`config.mk`:
```
export PLATFORM = sky130hd
export DESIGN_NAME = dphy_mode_seq
export DESIGN_NICKNAME = d
export VERILOG_FILES = /design/src/rtl/dphy_seq_pkg.sv /design/src/rtl/seq_phase_timer.sv /design/src/rtl/seq_lane_map.sv /design/src/rtl/dphy_mode_seq.sv
export SDC_FILE = /design/constraint.sdc
export NUM_CORES = 1
export LEC_CHECK = 0
export BUFFER_PORTS_ARGS = -buffer_cell sky130_fd_sc_hd__buf_2
export CORE_UTILIZATION = 51
export DETAILED_ROUTE_END_ITERATION = 16
export PLACE_DENSITY = 0.84
export SLEW_MARGIN = 10
export SYNTH_ARGS = -nofsm -noshare
export SYNTH_HDL_FRONTEND = slang
export SYNTH_SLANG_ARGS = --single-unit
```
`constraint.sdc`:
```
create_clock -name clk_i -period 2.3 [get_ports clk_i]
set_input_delay 0.69 -clock clk_i [delete_from_list [all_inputs] [get_ports clk_i]]
set_output_delay 0.69 -clock clk_i [all_outputs]
set_load 0.02 [all_outputs]
```
`src/rtl/dphy_seq_pkg.sv`:
```
package dphy_seq_pkg;

  typedef enum logic [3:0] {
    ST_IDLE,
    ST_CLK_LP01,
    ST_CLK_LP00,
    ST_CLK_HS,
    ST_DAT_LP01,
    ST_DAT_LP00,
    ST_DAT_LEAD,
    ST_ACTIVE,
    ST_DAT_TAIL,
    ST_CLK_TAIL
  } seq_state_e;

  localparam logic [1:0] LP_STOP = 2'b11;
  localparam logic [1:0] LP_REQ  = 2'b01;
  localparam logic [1:0] LP_BRDG = 2'b00;

  localparam logic [7:0] SYNC_BYTE = 8'hB8;

endpackage

```
`src/rtl/seq_phase_timer.sv`:
```
module seq_phase_timer #(
  parameter int unsigned WIDTH = 4
) (
  input  logic             clk_i,
  input  logic             rst_ni,
  input  logic             clear_i,
  input  logic             run_i,
  output logic [WIDTH-1:0] count_o
);

  always_ff @(posedge clk_i or negedge rst_ni) begin
    if (!rst_ni)      count_o <= '0;
    else if (clear_i) count_o <= '0;
    else if (run_i)   count_o <= count_o + 1'b1;
  end

endmodule

```
`src/rtl/seq_lane_map.sv`:
```
module seq_lane_map
  import dphy_seq_pkg::*;
#(
  parameter bit IS_CLOCK = 1'b0
) (
  input  seq_state_e state_i,
  output logic [1:0] lp_o,
  output logic       hs_oe_o
);

  generate
    if (IS_CLOCK) begin : g_clock
      always_comb begin
        unique case (state_i)
          ST_IDLE:     begin lp_o = LP_STOP; hs_oe_o = 1'b0; end
          ST_CLK_LP01: begin lp_o = LP_REQ;  hs_oe_o = 1'b0; end
          ST_CLK_LP00: begin lp_o = LP_BRDG; hs_oe_o = 1'b0; end
          default:     begin lp_o = LP_BRDG; hs_oe_o = 1'b1; end
        endcase
      end
    end else begin : g_data
      always_comb begin
        unique case (state_i)
          ST_DAT_LP01: begin lp_o = LP_REQ;  hs_oe_o = 1'b0; end
          ST_DAT_LP00: begin lp_o = LP_BRDG; hs_oe_o = 1'b0; end
          ST_DAT_LEAD,
          ST_ACTIVE,
          ST_DAT_TAIL: begin lp_o = LP_BRDG; hs_oe_o = 1'b1; end
          default:     begin lp_o = LP_STOP; hs_oe_o = 1'b0; end
        endcase
      end
    end
  endgenerate

endmodule

```
`src/rtl/dphy_mode_seq.sv`:
```
module dphy_mode_seq
  import dphy_seq_pkg::*;
#(
  parameter int unsigned NUM_LANES     = 2,
  parameter int unsigned CLK_LEAD_CYC  = 3,
  parameter int unsigned DATA_LEAD_CYC = 4,
  parameter int unsigned DATA_TAIL_CYC = 2,
  parameter int unsigned CLK_TAIL_CYC  = 3
) (
  input  logic                   clk_i,
  input  logic                   rst_ni,
  input  logic                   hs_en_i,
  output logic [1:0]             clk_lp_o,
  output logic                   clk_hs_oe_o,
  output logic [2*NUM_LANES-1:0] data_lp_o,
  output logic [NUM_LANES-1:0]   data_hs_oe_o,
  output logic                   data_valid_o,
  output logic [7:0]             lead_byte_o
);

  localparam int unsigned START_W = $clog2(CLK_LEAD_CYC + DATA_LEAD_CYC + 1);
  localparam int unsigned END_W   = $clog2(DATA_TAIL_CYC + CLK_TAIL_CYC + 1);
  localparam logic [START_W-1:0] CLK_HS_LAST = START_W'(CLK_LEAD_CYC - 1);
  localparam logic [START_W-1:0] LEAD_LAST   = START_W'(CLK_LEAD_CYC + DATA_LEAD_CYC - 1);
  localparam logic [END_W-1:0]   TAIL_LAST   = END_W'(DATA_TAIL_CYC - 1);
  localparam logic [END_W-1:0]   CLK_LAST    = END_W'(DATA_TAIL_CYC + CLK_TAIL_CYC - 1);

  seq_state_e state_q, state_d;
  logic [START_W-1:0] start_cnt;
  logic [END_W-1:0]   end_cnt;
  logic start_run, end_run;

  assign start_run = (state_q == ST_CLK_HS) || (state_q == ST_DAT_LEAD);
  assign end_run   = (state_q == ST_DAT_TAIL) || (state_q == ST_CLK_TAIL);

  // one count spans both entry waits; the LP steps between them hold it
  seq_phase_timer #(.WIDTH(START_W)) i_start_timer (
    .clk_i   (clk_i),
    .rst_ni  (rst_ni),
    .clear_i (state_q == ST_IDLE),
    .run_i   (start_run),
    .count_o (start_cnt)
  );

  seq_phase_timer #(.WIDTH(END_W)) i_end_timer (
    .clk_i   (clk_i),
    .rst_ni  (rst_ni),
    .clear_i (!end_run),
    .run_i   (end_run),
    .count_o (end_cnt)
  );

  always_comb begin
    state_d = state_q;
    unique case (state_q)
      ST_IDLE:     if (hs_en_i) state_d = ST_CLK_LP01;
      ST_CLK_LP01: state_d = ST_CLK_LP00;
      ST_CLK_LP00: state_d = ST_CLK_HS;
      ST_CLK_HS:   if (start_cnt == CLK_HS_LAST) state_d = ST_DAT_LP01;
      ST_DAT_LP01: state_d = ST_DAT_LP00;
      ST_DAT_LP00: state_d = ST_DAT_LEAD;
      ST_DAT_LEAD: if (start_cnt == LEAD_LAST) state_d = hs_en_i ? ST_ACTIVE : ST_DAT_TAIL;
      ST_ACTIVE:   if (!hs_en_i) state_d = ST_DAT_TAIL;
      ST_DAT_TAIL: if (end_cnt == TAIL_LAST) state_d = ST_CLK_TAIL;
      ST_CLK_TAIL: if (end_cnt == CLK_LAST) state_d = ST_IDLE;
      default:     state_d = ST_IDLE;
    endcase
  end

  always_ff @(posedge clk_i or negedge rst_ni) begin
    if (!rst_ni) state_q <= ST_IDLE;
    else         state_q <= state_d;
  end

  seq_lane_map #(.IS_CLOCK(1'b1)) i_clk_lane (
    .state_i (state_q),
    .lp_o    (clk_lp_o),
    .hs_oe_o (clk_hs_oe_o)
  );

  for (genvar l = 0; l < NUM_LANES; l++) begin : g_lane
    seq_lane_map #(.IS_CLOCK(1'b0)) i_data_lane (
      .state_i (state_q),
      .lp_o    (data_lp_o[2*l +: 2]),
      .hs_oe_o (data_hs_oe_o[l])
    );
  end

  assign data_valid_o = (state_q == ST_ACTIVE);
  assign lead_byte_o  = (state_q == ST_DAT_LEAD && start_cnt == LEAD_LAST) ? SYNC_BYTE : 8'h00;

endmodule


```
# After elaboration in Yosys (flattened, before gate mapping)
# Index checks and enable logic that the tools add are counted.
[classes] n_lt_le_gt_ge=0 n_addsub=2 reduce_logical=9 bitwise=0 n_mul=0 n_shift=0 n_eq_ne=19 muxes=16 n_div=0
[op_table] op="case mux 4 bit (10 select lines)" n=1
[op_table] op="2-to-1 mux 4 bit" n=7
[op_table] op="== test 4 x 3 -> 1 bit (second input constant)" n=4
[op_table] op="2-to-1 mux 3 bit" n=3
[op_table] op="== test 4 x 2 -> 1 bit (second input constant)" n=2
[op_table] op="== test 4 bit (second input constant)" n=2
[op_table] op="2-to-1 mux 8 bit" n=1
[op_table] op="!= test 2 x 1 -> 1 bit (second input constant)" n=4
[op_table] op="case mux 2 bit (2 select lines)" n=2
[op_table] op="adder 3 x 1 -> 3 bit (second input constant)" n=2
[op_table] op="== test 3 bit (second input constant)" n=2
[op_table] op="AND reduction 6 bit" n=1
[op_table] op="OR reduction 3 bit" n=2
[op_table] op="== test 4 x 1 -> 1 bit (second input constant)" n=1
[op_table] op="logical NOT 4 bit" n=1
[op_table] op="!= test 2 bit (second input constant)" n=2
[op_table] op="OR reduction 4 bit" n=1
[op_table] op="== test 3 x 1 -> 1 bit (second input constant)" n=1
[op_table] op="== test 3 x 2 -> 1 bit (second input constant)" n=1
[op_table] op="logical OR 1 bit" n=2
[op_table] op="2-to-1 mux 1 bit" n=2
[op_table] op="nonzero test 2 bit" n=1
[op_table] op="logical AND 1 bit" n=1
[word_totals] mem_count=0 wordCells=49 out_inout_bits=18 latch_bits=0 romBits=0 input_bits=3 ff_bits=10 ram_bits=0

# Depth between registers and ports, before layout
[logic_depth] word_depth=4 depth_mapped=6 mapped_depth_nobuf=6

# Modules after synthesis
# A second synthesis with hierarchy kept.
[hier_totals] hier_cells=87 hier_area_um2=850.8
[by_module_without_submodules] module="dphy_mode_seq" area_per_inst_um2=446.7 instances=1 cells_per_inst=50
[by_module_without_submodules] module="seq_phase_timer" area_per_inst_um2=136.4 instances=2 cells_per_inst=11
[by_module_without_submodules] module="seq_lane_map (g_lane[0].i_data_lane ...)" area_per_inst_um2=52.6 instances=2 cells_per_inst=6
[by_module_without_submodules] module="seq_lane_map (i_clk_lane)" area_per_inst_um2=26.3 instances=1 cells_per_inst=3

# Least setup slack after synthesis
# Ideal clock, no wire load.
[synth_timing] path_type="reg2out" start="register state_q[2]" end="output port lead_byte_o[4]" stages_incl_launch_ff=6 t_required_ns=1.610 n_path_buf=2 arrival_time_ns=1.672 slack_ns=-0.062 path_cell_list="dfrtp_1 -> buf_2 -> nor2b_1 -> nand2_1 -> nor3_1 -> buf_4"
[synth_via] elab_chain_cells=3
[synth_rtl] element="start, declared" line="dphy_mode_seq.sv:28" text="seq_state_e state_q, state_d;"
[synth_rtl] element="start signal, assigned" line="dphy_mode_seq.sv:72" text="else state_q <= state_d;"
[synth_rtl] element="== test 4 x 3 -> 1 bit" line="dphy_mode_seq.sv:90" text="assign lead_byte_o = (state_q == ST_DAT_LEAD && start_cnt == LEAD_LAST) ? SYNC_BYTE : 8'h00;"
[synth_rtl] element="logical AND 1 bit" line="dphy_mode_seq.sv:90"
[synth_rtl] element="2-to-1 mux 8 bit" line="dphy_mode_seq.sv:90"
[synth_rtl] element="end, declared" line="dphy_mode_seq.sv:18" text="output logic [7:0] lead_byte_o"
# No other way between the ends.

# Final worst setup path
[layout_timing] start="register state_q[0]" end="output port data_lp_o[2]"
[layout_via] elab_chain_cells=3 word_cells_on_any_way=7
[layout_rtl] element="== test 4 x 3 -> 1 bit or == test 4 bit (tied branches)" line="seq_lane_map.sv:23" text="unique case (state_i)"
[layout_rtl] element="OR reduction 4 bit (no line)"
[layout_rtl] element="case mux 2 bit (2 select lines) *" line="seq_lane_map.sv:23"
[layout_rtl] element="end, declared" line="dphy_mode_seq.sv:15" text="output logic [2*NUM_LANES-1:0] data_lp_o,"
# Mark *: on every way between the ends. The rest lies on a longest branch, timed or not.

==> summary.txt <==
Finish
  – P&R area growth vs syn: 9.97%
  – Post-route cell area: 938 sq um
  – Share of cells above drive strength 1: 0.297
  – Final nets: 120
  – FILL cells: 143
  – Post-Layout Cell Count: 127
  – Antenna Cells: 0

Placement
  – Port bufs: 16
  – Placer Congestion: 0.764
  – Placed cells: 123
  – Detailed placer's ending HPWL: 1.28 mm
  – Placed instance area: 895 sq um

Synth
  – Cell count after synthesis: 101
  – Area leader, netlist: dfrtp_1
  – Top post-synthesis cells by area: dfrtp_1 (29%), buf_4 (9.7%), ha_1 (7.3%)
  – Post-Syn Area per Cell: 8.45 sq um
  – EDFF count, synth: 0
  – Top cells by count, synth: buf_4 (11), dfrtp_1 (10), nand2_1 (10), inv_1 (6)
  – Top cell type's share of synthesized area: 0.293
  – Async SR Flop Fraction: 1.00
  – Synth Warn #: 0
  – #FFs+latches synth: 10
  – Main flop type after synthesis: dfrtp_1
  – Post-synthesis cell type count: 36
  – Top-count cell post-synth: buf_4
  – Post-synthesis instance area: 853 sq um
  – Sequential area share after synthesis: 0.293

STA
  – Crit share post-route: 0.960
  – Worst Clk Skew: 0.00342 ns
  – Max frequency: 453 MHz
  – Final slew viol count: 0
  – Tmin final: 2.21 ns
  – Setup TNS: 0 ns
  – Endpoints failing setup: 0
  – Final Hold Vio Count: 0
  – RSZ-0062 raised after global routing: no
  – Hold slack: 0.275 ns

Detailed routing
  – DRT Pass-1 Iters: 5
  – Routed vias: 716
  – Drt total wl: 1.69 mm
  – 1st-iter DRT viols: 18
  – WL/cell: 13.3 um
  – Vias per inst: 5.64
  – Final ANT Viol Nets: 0
  – Drt drc: 0

Clocking
  – Clock buffer depth: 2
  – Reg clk slew, reported paths: 0.06 ns
  – CTS root buf: clkbuf_4
  – TritonCTS clock tree: yes
  – TritonCTS Sinks: 10
  – TritonCTS buffer count: 3
  – H-tree depth: 1
  – Postcts setup bufs: 0
  – Clock latency at the later pin of the worst-skew pair: 0.26 ns

Die
  – Vert. Die Dim: 42.9 um
  – Die Footprint: 0.00184 sq mm
  – Die X: 42.9 um
  – Core area: 0.00154 sq mm
  – Row count: 14
  – I/O pin count: 21
  – Initial core utilization: 0.554

Global route
  – Grt ovf: 0
  – First-pass GRT wire length: 2.90 mm
  – Initial antenna violation count: 0
  – Vias in the first global route: 670
  – GRT Total Usage: 0.208
  – Largest net degree at the start of global routing: 21

Power
  – Static leakage: 0.462 nW
  – Worst IR Drop VDD: 0.643 mV
  – Pwr Density: 1340 mW/mm^2
  – Power Total: 1.26 mW

Outcome
  – Status: finished clean

Setup path
  – Critical path's slowest cell: or4b_4
  – Critical Setup Path Class: flip-flop to primary output
  – CP Data Arrival Time: 1.52 ns
  – CP top delay family: simple AND/OR/NAND/NOR gates
  – Worst Path Buf+Inv: 1
  – Slowest stage delay, CP: 0.56 ns
  – Critical Path Start Type: flip-flop
  – Required @ worst endpoint: 1.61 ns
  – Crit path max fanout: 4
  – Element type at the critical path end: primary output
  – Crit-path cells: or4b_4 -> and2_1 -> buf_2

Worst hold path
  – Hold Crit Class: input port to async pin

Job
  – Max Cap Viol: 0
layer usage:
layer	GRT usage	part of all wire
met5	0	0
met4	0.0188	0
met3	0.0638	0.033
met2	0.336	0.50
met1	0.282	0.47
worst paths after layout:
check                                       startpoint                  endpoint  slack [ns]  cells after the start
worst max-delay path                        state_q[0]              data_lp_o[2]        0.09                      3
min in group clk_i              i_end_timer.count_o[0]    i_end_timer.count_o[0]        0.50                      1
worst min register to register  i_end_timer.count_o[0]    i_end_timer.count_o[0]        0.50                      1
worst min-delay path                            rst_ni  i_start_timer.count_o[0]        0.27                      1
worst max register to register              state_q[0]                state_q[2]        0.46                      5
max in group asynchronous                       rst_ni  i_start_timer.count_o[2]        1.83                      1
cell type report:
cell class	instances	area [sq um]	area share
multi-input cells	70	492	0.524
repair buffers	21	118	0.125
flip-flops and latches	10	250	0.267
clock buffers	4	36.3	0.0387
inverters	6	22.5	0.0240
well taps	16	20.0	0.0213
cells in the final DEF, fill, tap and decap left out, types with 2 or more instances in the layout:
master	count
dfrtp_1	10
a31oi_1	2
o22a_1	2
inv_1	6
nor2b_1	3
buf_4	5
ha_1	5
nor2_1	4
buf_2	16
o211ai_1	2
o221ai_1	2
mux2_1	2
conb_1	4
and3_1	2
xor2_1	2
nor3_2	2
o21ai_0	5
a21oi_1	5
nand2_1	10
clkbuf_4	3
repair_timing:
item / 4_1_cts / 5_1_grt
hold buffers: 0 / 0
endpoints found under the setup margin: 0 / 6
gates resized for setup: 0 / 2
per-stage QoR:
| step | worst slack, ns | util |
|---|---|---|
| 2_1_floorplan | 0.111 | - |
| 3_3_place_gp | 0.308 | 0.580 |
| 3_5_place_dp | 0.271 | 0.580 |
| 4_1_cts | 0.0752 | 0.604 |
| 5_1_grt | 0.0276 | 0.609 |
| 6_report | 0.0919 | 0.609 |
report_power, final:
group	leakage (nW)	total [mW]	internal (mW)	switching [mW]
Clock	0.0210	0.154	0.0960	0.0578
Combinational	0.310	0.822	0.322	0.500
Sequential	0.132	0.280	0.231	0.0488
Total	0.462	1.26	0.649	0.606
kinds of logic after synthesis:
logic type / Yosys count / share of synthesized area
DFF: 10 / 0.293
buffers and inverters: 24 / 0.158
adders and majority gates: 5 / 0.0733
and+or+nand+nor: 31 / 0.202
other: 1 / 0.00439
AOI/OAI and AO/OA: 24 / 0.199
xor gates and xnor gates: 3 / 0.0308
muxes: 3 / 0.0381
flip-flops by register name, indices dropped and copies added (netlist names):
signal,count
state_q,4
i_end_timer.count_o,3
i_start_timer.count_o,3
worst reg2reg max path, stage by stage (launching register included):
cell	delay, ns
dfrtp_1	0.38
buf_4	0.20
or4_1	0.56
a21oi_2	0.19
a211oi_2	0.08
mux2_1	0.33
Power figures use the tool's default switching activity.
